--- src/rtl/mac_tile_pkg.sv ---
`timescale 1ns/1ps
package mac_tile_pkg;
  localparam int OP_W  = 18;
  localparam int ACC_W = 48;
  localparam int CFG_W = 16;

  // Field order sets bit positions: the last field is bit 0.
  typedef struct packed {
    logic [CFG_W-5:0] rsvd;
    logic             sgn;       // bit 3: signed arithmetic
    logic             acc;       // bit 2: accumulate
    logic             prod_reg;  // bit 1: product register present
    logic             in_reg;    // bit 0: operand register present
  } cfg_t;
endpackage

--- src/rtl/mac_cfg_chain.sv ---
`timescale 1ns/1ps
module mac_cfg_chain #(
  parameter int W = 16
) (
  input  logic         clk,
  input  logic         rst_n,
  input  logic         shift,
  input  logic         din,
  output logic         dout,
  output logic [W-1:0] word
);
  always_ff @(posedge clk or negedge rst_n) begin
    if (!rst_n)     word <= '0;
    else if (shift) word <= {din, word[W-1:1]};
  end

  assign dout = word[0];
endmodule

--- src/rtl/mac_bypass_reg.sv ---
`timescale 1ns/1ps
module mac_bypass_reg #(
  parameter int W = 8
) (
  input  logic         clk,
  input  logic         rst_n,
  input  logic         ce,
  input  logic         use_reg,
  input  logic [W-1:0] d,
  output logic [W-1:0] q
);
  logic [W-1:0] r;

  always_ff @(posedge clk or negedge rst_n) begin
    if (!rst_n)  r <= '0;
    else if (ce) r <= d;
  end

  assign q = use_reg ? r : d;
endmodule

--- src/rtl/mac_accum.sv ---
`timescale 1ns/1ps
module mac_accum #(
  parameter int W = 48
) (
  input  logic         clk,
  input  logic         rst_n,
  input  logic         ce,
  input  logic         acc_en,
  input  logic         load,
  input  logic [W-1:0] p,
  output logic [W-1:0] acc
);
  always_ff @(posedge clk or negedge rst_n) begin
    if (!rst_n)
      acc <= '0;
    else if (ce)
      acc <= (acc_en && !load) ? acc + p : p;
  end
endmodule

--- src/rtl/mac_tile.sv ---
`timescale 1ns/1ps
module mac_tile
  import mac_tile_pkg::*;
#(
  parameter int OPW  = OP_W,
  parameter int ACCW = ACC_W,
  parameter int CFGW = CFG_W
) (
  input  logic            clk,
  input  logic            rst_n,
  input  logic            ce,
  input  logic            clr,
  input  logic [OPW-1:0]  a,
  input  logic [OPW-1:0]  b,
  output logic [ACCW-1:0] mac_out,
  input  logic            cfg_en,
  input  logic            cfg_din,
  output logic            cfg_dout
);
  localparam int EXT  = OPW + 1;
  localparam int PW   = 2 * EXT;
  localparam int IN_W = 2 * OPW + 1;
  localparam int PR_W = ACCW + 1;

  logic [CFGW-1:0] cfg_word;
  cfg_t            cfg;
  logic            cfg_unused;

  mac_cfg_chain #(.W(CFGW)) u_cfg (
    .clk(clk), .rst_n(rst_n), .shift(cfg_en),
    .din(cfg_din), .dout(cfg_dout), .word(cfg_word)
  );

  assign cfg        = cfg_t'(cfg_word);
  assign cfg_unused = ^cfg.rsvd;

  // Stage 1: optional operand register, clr travels along
  logic [IN_W-1:0] in_q;
  logic [OPW-1:0]  a1, b1;
  logic            clr1;

  mac_bypass_reg #(.W(IN_W)) u_in_stage (
    .clk(clk), .rst_n(rst_n), .ce(ce), .use_reg(cfg.in_reg),
    .d({clr, a, b}), .q(in_q)
  );
  assign {clr1, a1, b1} = in_q;

  // Multiplier: one extra top bit makes signed and unsigned share a path
  logic signed [EXT-1:0] ax, bx;
  logic signed [PW-1:0]  prod;
  logic [ACCW-1:0]       pext;

  assign ax   = {cfg.sgn & a1[OPW-1], a1};
  assign bx   = {cfg.sgn & b1[OPW-1], b1};
  assign prod = ax * bx;

  generate
    if (ACCW > PW) begin : g_ext
      assign pext = {{(ACCW-PW){prod[PW-1]}}, prod};
    end else begin : g_trunc
      assign pext = prod[ACCW-1:0];
    end
  endgenerate

  // Stage 2: optional product register
  logic [PR_W-1:0] pr_q;
  logic [ACCW-1:0] p2;
  logic            clr2;

  mac_bypass_reg #(.W(PR_W)) u_prod_stage (
    .clk(clk), .rst_n(rst_n), .ce(ce), .use_reg(cfg.prod_reg),
    .d({clr1, pext}), .q(pr_q)
  );
  assign {clr2, p2} = pr_q;

  // Result register
  mac_accum #(.W(ACCW)) u_acc (
    .clk(clk), .rst_n(rst_n), .ce(ce), .acc_en(cfg.acc),
    .load(clr2), .p(p2), .acc(mac_out)
  );
endmodule

--- config.mk ---
export PLATFORM = sky130hd
export DESIGN_NAME = mac_tile
export DESIGN_NICKNAME = d
export VERILOG_FILES = /design/src/rtl/mac_tile_pkg.sv /design/src/rtl/mac_cfg_chain.sv /design/src/rtl/mac_bypass_reg.sv /design/src/rtl/mac_accum.sv /design/src/rtl/mac_tile.sv
export SDC_FILE = /design/constraint.sdc
export NUM_CORES = 1
export LEC_CHECK = 0
export BUFFER_PORTS_ARGS = -buffer_cell sky130_fd_sc_hd__buf_4
export CAP_MARGIN = 10
export CORE_MARGIN = 5
export CORE_UTILIZATION = 65
export CTS_BUF_LIST = sky130_fd_sc_hd__clkbuf_8
export DETAILED_ROUTE_END_ITERATION = 10
export GPL_ROUTABILITY_DRIVEN = 0
export PLACE_DENSITY = 0.81
export SKIP_LAST_GASP = 1
export SLEW_MARGIN = 20
export SYNTH_ARGS = -nofsm -noshare
export SYNTH_HDL_FRONTEND = slang
export SYNTH_HIERARCHICAL = 1
export SYNTH_SLANG_ARGS = --single-unit
--- constraint.sdc ---
create_clock -name clk -period 11.87 [get_ports clk]
set_input_delay 0.5935 -clock clk [delete_from_list [all_inputs] [get_ports clk]]
set_output_delay 0.5935 -clock clk [all_outputs]
set_load 0.01 [all_outputs]
**After elaboration in Yosys (flattened, before gate mapping)**

Cells that the tools add are included.

- Reductions and logical operators: 2
- Bitwise logic cells: 2
- Mux-type cells: 3
- Divide/modulo/power cells: 0
- $mul: 1
- Order comparisons: 0
- Equality and inequality tests: 0
- Shift operators: 0
- Add/sub/neg operators: 1

Operator list:

| kind | count |
|---|---|
| $mux 49 | 1 |
| $add 48x48->48 | 1 |
| $mux 48 | 1 |
| $mul 19x19->38 | 1 |
| $mux 37 | 1 |
| $and 1x1->1 | 2 |
| $logic_and 1x1->1 | 1 |
| $logic_not 1->1 | 1 |

- RAM bits: 0
- Latch bits: 0
- Memory bits (read-only): 0
- Memories: 0
- Output and inout bits: 49
- Flip-flop bits (word level): 150

**Longest topological paths before layout**

- Word-level depth: 7
- Mapped depth: 42
- Depth with buffers taken out: 35

**Cells and area by module**

Netlist, hierarchy kept.

By module, submodules not included:

| module | instances | cells an instance | area an instance (um^2) |
|---|---|---|---|
| mac_tile | 1 | 1491 | 13544.2 |
| mac_accum | 1 | 634 | 4814.6 |
| mac_bypass_reg at u_prod_stage | 1 | 157 | 2502.4 |
| mac_bypass_reg at u_in_stage | 1 | 119 | 2127.0 |
| mac_cfg_chain | 1 | 35 | 656.9 |

**Least setup slack after synthesis**

OpenSTA, ideal clock, no wires.

- Kind: register to register
- Start point: reg u_cfg.word[0]
- End point: reg u_acc.acc[44]
- Period minus slack after synthesis: 10.414 ns
- Library setup time: 0.124 ns
- Arrival: 10.290 ns
- Path buffers: 6
- Setup slack: 1.456 ns
- Required time: 11.746 ns
- Cell stages (with the launch flop): 42
- Path through: dfrtp_1 > buf_4 > buf_6 > buf_12 > mux2_4 > and2_1 > clkbuf_1 > clkbuf_1 > nand2_1 > fa_1 > inv_1 > fa_1 > fa_1 > inv_1 > fa_1 > inv_1 > fa_1 > inv_1 > [... 6 more ...] > a21oi_1 > o21ai_0 > a41oi_1 > a21oi_1 > xnor2_1 > mux2_4 > ha_1 > buf_6 > a21o_1 > a21o_1 > a21o_1 > a21o_1 > a21oi_1 > o21bai_1 > a221o_1 > a31oi_1 > mux2i_1 > a211o_1

- Word-level cells in the longest chain between the ends: 6
- Elaborated cells between the ends (all ways): 9

Ends and longest elaborated chain:

| element | RTL line | source |
|---|---|---|
| start, declared | mac_cfg_chain.sv:10 | `output logic [W-1:0] word` |
| start signal, assigned | mac_cfg_chain.sv:14 | `else if (shift) word <= {din, word[W-1:1]};` |
| $mux 37 * | mac_bypass_reg.sv:19 | `assign q = use_reg ? r : d;` |
| net in_q[35] | mac_tile.sv:38 | `logic [IN_W-1:0] in_q;` |
| $and 1x1->1 | mac_tile.sv:53 | `assign ax = {cfg.sgn & a1[OPW-1], a1};` |
| $mul 19x19->38 * | mac_tile.sv:55 | `assign prod = ax * bx;` |
| net prod[37] | mac_tile.sv:50 | `logic signed [PW-1:0] prod;` |
| $mux 49 * | mac_bypass_reg.sv:19 |  |
| net pr_q[37] | mac_tile.sv:66 | `logic [PR_W-1:0] pr_q;` |
| $add 48x48->48 * | mac_accum.sv:17 | `acc <= (acc_en && !load) ? acc + p : p;` |
| $mux 48 * | mac_accum.sv:17 |  |
| end signal, assigned | mac_accum.sv:17 |  |
| end, declared | mac_accum.sv:11 | `output logic [W-1:0] acc` |

The timed path passes the listed nets; every way through them passes the cells marked *.
A chain may end at the register's enable or synchronous reset.

**Worst setup path after layout**

Same ends and word-level chain as after synthesis.

==> impl_metrics.tcl <==
set metrics [dict create \
    post-route-drc-count 0 \
    clk_path_buf_depth 2 \
    grt_max_degree 127 \
    postSynth.asyncResetShare_pct 100.0 \
    worstSetupStartpointType "flip-flop" \
    period_needed_ns 11.13 \
    track_usage_pct 28.68 \
    row_count 69 \
    nNetsFinal 3007 \
    clock.fmax_mhz 89.86 \
    outcome "completed" \
    slowest_delay_ns 0.75 \
    ioPinCount 91 \
    hold_path.class "in2async" \
    synth_area_sq_um 23650 \
    synth_edf_count 0 \
    cts_max_level 4 \
    crit_slowest_cell "xnor2_2" \
    antenna_found_initial 0 \
    syn_inst 2436 \
    die_height_um 200.7 \
    grt_pass1_vias 18350 \
    ys_seq_area_share_pct 15.87 \
    overflow 0 \
    rsz0062_at_grt "false" \
    clkLatencyLatePin_ns 0.50 \
    maxCapViolations 0 \
    wl_um 55640 \
    synth_fp_nets 3008 \
    wire_per_inst_um 19.14 \
    crit_type "reg2reg" \
    viasPerCell 5.931 \
    slew_violations 0 \
    ctsHoldBuffers 0 \
    coreArea_sq_um 35740 \
    slew_headroom_pct 33.17 \
    cp_max_fo 23 \
    synth_seq_cells 150 \
    synth_top_cell_area_share_pct 31.33 \
    dieArea_sq_um 40290 \
    synth.distinct_cells 69 \
    diodes 0 \
    firstDrtPassIters 5 \
    cts_tree "done" \
    cts_setup_buffers 0 \
    avgSynthCellArea_sq_um 9.707 \
    cp.required_ns 12.26 \
    hold_violations 0 \
    tns_ns 0 \
    num_vias 17240 \
    crit_path_end_kind "flip-flop" \
    postRouteAntennaNets 0 \
    yosysWarnings 6 \
    cts_buffers 17 \
    path_clk_slew_ns 0.10 \
    hpwl_um 44310 \
    tightestPinTransition_ns 1.002 \
    cts_sinks 150 \
    fin_crit_sh_pct 93.75 \
    drive_gt1_share_pct 14.19 \
    arrival_ns 11.52 \
    cts_resized 0 \
    start_util_pct 66.16 \
    initialDrtViolationCount 1171 \
    synthTopCellsByArea "fa_1 31%, dfrtp_1 16%, ha_1 8.5%" \
    synthToLayoutAreaGrowth_pct 4.456 \
    die_w_um 200.7 \
    clockRootBuffer "clkbuf_8" \
    fin_skew_ns 0.02580 \
    report.final.setup_viol 0 \
    grt_pass1_wl_um 94690 \
    ys.flop_type "dfrtp_1" \
    synth_top_area_cell "fa_1" \
    portBuffers 90 \
]
cells in the final DEF, fill, tap and decap left out, types with 15 or more instances in the layout:
master / instances
a21o_1: 45
ha_1: 160
a31oi_1: 25
and2_1: 161
buf_4: 95
a21oi_1: 128
o21ai_1: 21
nand2_1: 261
dfrtp_1: 148
nand3_1: 19
xor2_1: 23
fa_1: 370
mux2_2: 101
clkbuf_8: 21
xnor2_1: 56
mux2_4: 90
o21ai_0: 33
nor2_1: 112
inv_1: 403
nand4_1: 15
worst paths after layout:
kind | start | to | slack [ns] | cells past startpoint
worst max-delay path | u_cfg/word[0]$_DFFE_PN0P_ | u_acc/acc[44]$_DFFE_PN0P_ | 0.74 | 35
worst min-delay path | rst_n | u_in_stage/r[14]$_DFFE_PN0P_ | 0.13 | 1
worst max register to register | u_cfg/word[0]$_DFFE_PN0P_ | u_acc/acc[44]$_DFFE_PN0P_ | 0.74 | 35
worst min register to register | u_prod_stage/r[36]$_DFFE_PN0P_ | u_prod_stage/r[36]$_DFFE_PN0P_ | 0.51 | 1
max in group asynchronous | rst_n | u_cfg/word[1]$_DFFE_PN0P_ | 10.34 | 2
min in group clk | a[15] | u_in_stage/r[33]$_DFFE_PN0P_ | 0.32 | 2
Yosys cell counts, types with 6 or more instances:
library cell	number
or2_2	6
a21o_1	45
a41oi_1	7
nand4_1	15
ha_1	160
buf_1	6
buf_4	7
and2_1	161
o21a_1	9
buf_12	7
or3_1	7
buf_2	8
nor3_1	10
clkbuf_1	81
nand2_1	261
dfrtp_1	150
o21ai_0	33
a211oi_1	7
fa_1	370
a31oi_1	25
mux2_2	101
mux2i_1	7
mux2_4	90
xnor2_1	57
buf_6	6
a21oi_1	128
nand3_1	19
o21bai_1	10
nor2b_1	12
o21ai_1	21
and3_1	11
inv_1	402
xor2_1	23
nand2b_1	6
nor2_1	112
per-stage QoR:
step                      hold slack, ns  area [sq um]  instances  util [%]  setup slack, ns
after floorplan                   0.2979         23650       2436         -            1.456
after global placement            0.4830         24320       2877     68.03            1.319
after detailed placement          0.4903         24320       2877     68.03           0.9040
after CTS                         0.1589         24700       2907     69.10           0.8369
after global routing              0.1974         24700       2907     69.10           0.1455
final                             0.1314         24700       2907     69.10           0.7418
worst max-delay path, delay by kind of cell, from the launching register on:
| family | cells | cell delay (ns) |
|---|---|---|
| xor+xnor | 1 | 0.75 |
| mux | 3 | 0.80 |
| flops | 1 | 0.66 |
| fa+ha+maj | 9 | 4.41 |
| compound gates | 15 | 3.04 |
| simple gates | 2 | 0.78 |
| buf+inv | 5 | 0.53 |
routing by layer:
metal | global-route usage (%) | share of wire (%)
met5 | 0 | 0
met3 | 6.381 | 8.3
met4 | 8.038 | 2.5
met2 | 46.54 | 48
met1 | 39.40 | 41
layout make-up:
| type | count | area, sq um |
|---|---|---|
| flip-flops and latches | 150 | 3756 |
| clock buffers | 21 | 289.0 |
| well taps | 461 | 576.8 |
| clock inverters | 9 | 93.84 |
| multi-input cells | 1766 | 17730 |
| fillers | 2642 | 11040 |
| repair buffers | 97 | 735.7 |
| inverters | 403 | 1513 |
state kept, by name, summed over array words and instances, names as in the netlist:
signal	count
u_prod_stage/r	49
u_acc/acc	48
u_in_stage/r	37
u_cfg/word	16
kinds of logic (layout without fill, tap and decap cells):
logic type	after synthesis	count (layout)	synth area share, %
AOI/OAI and AO/OA	326	326	8.652
xor gates and xnor gates	80	80	2.963
adders and majority gates	530	530	39.79
buffers and inverters	520	530	9.176
DFF	150	150	15.87
muxes	198	198	10.82
and+or+nand+nor	632	632	12.72
Power is left out: the tool's default activity adds up to more than one toggle a clock period on the data nets, which glitch-free logic cannot reach.
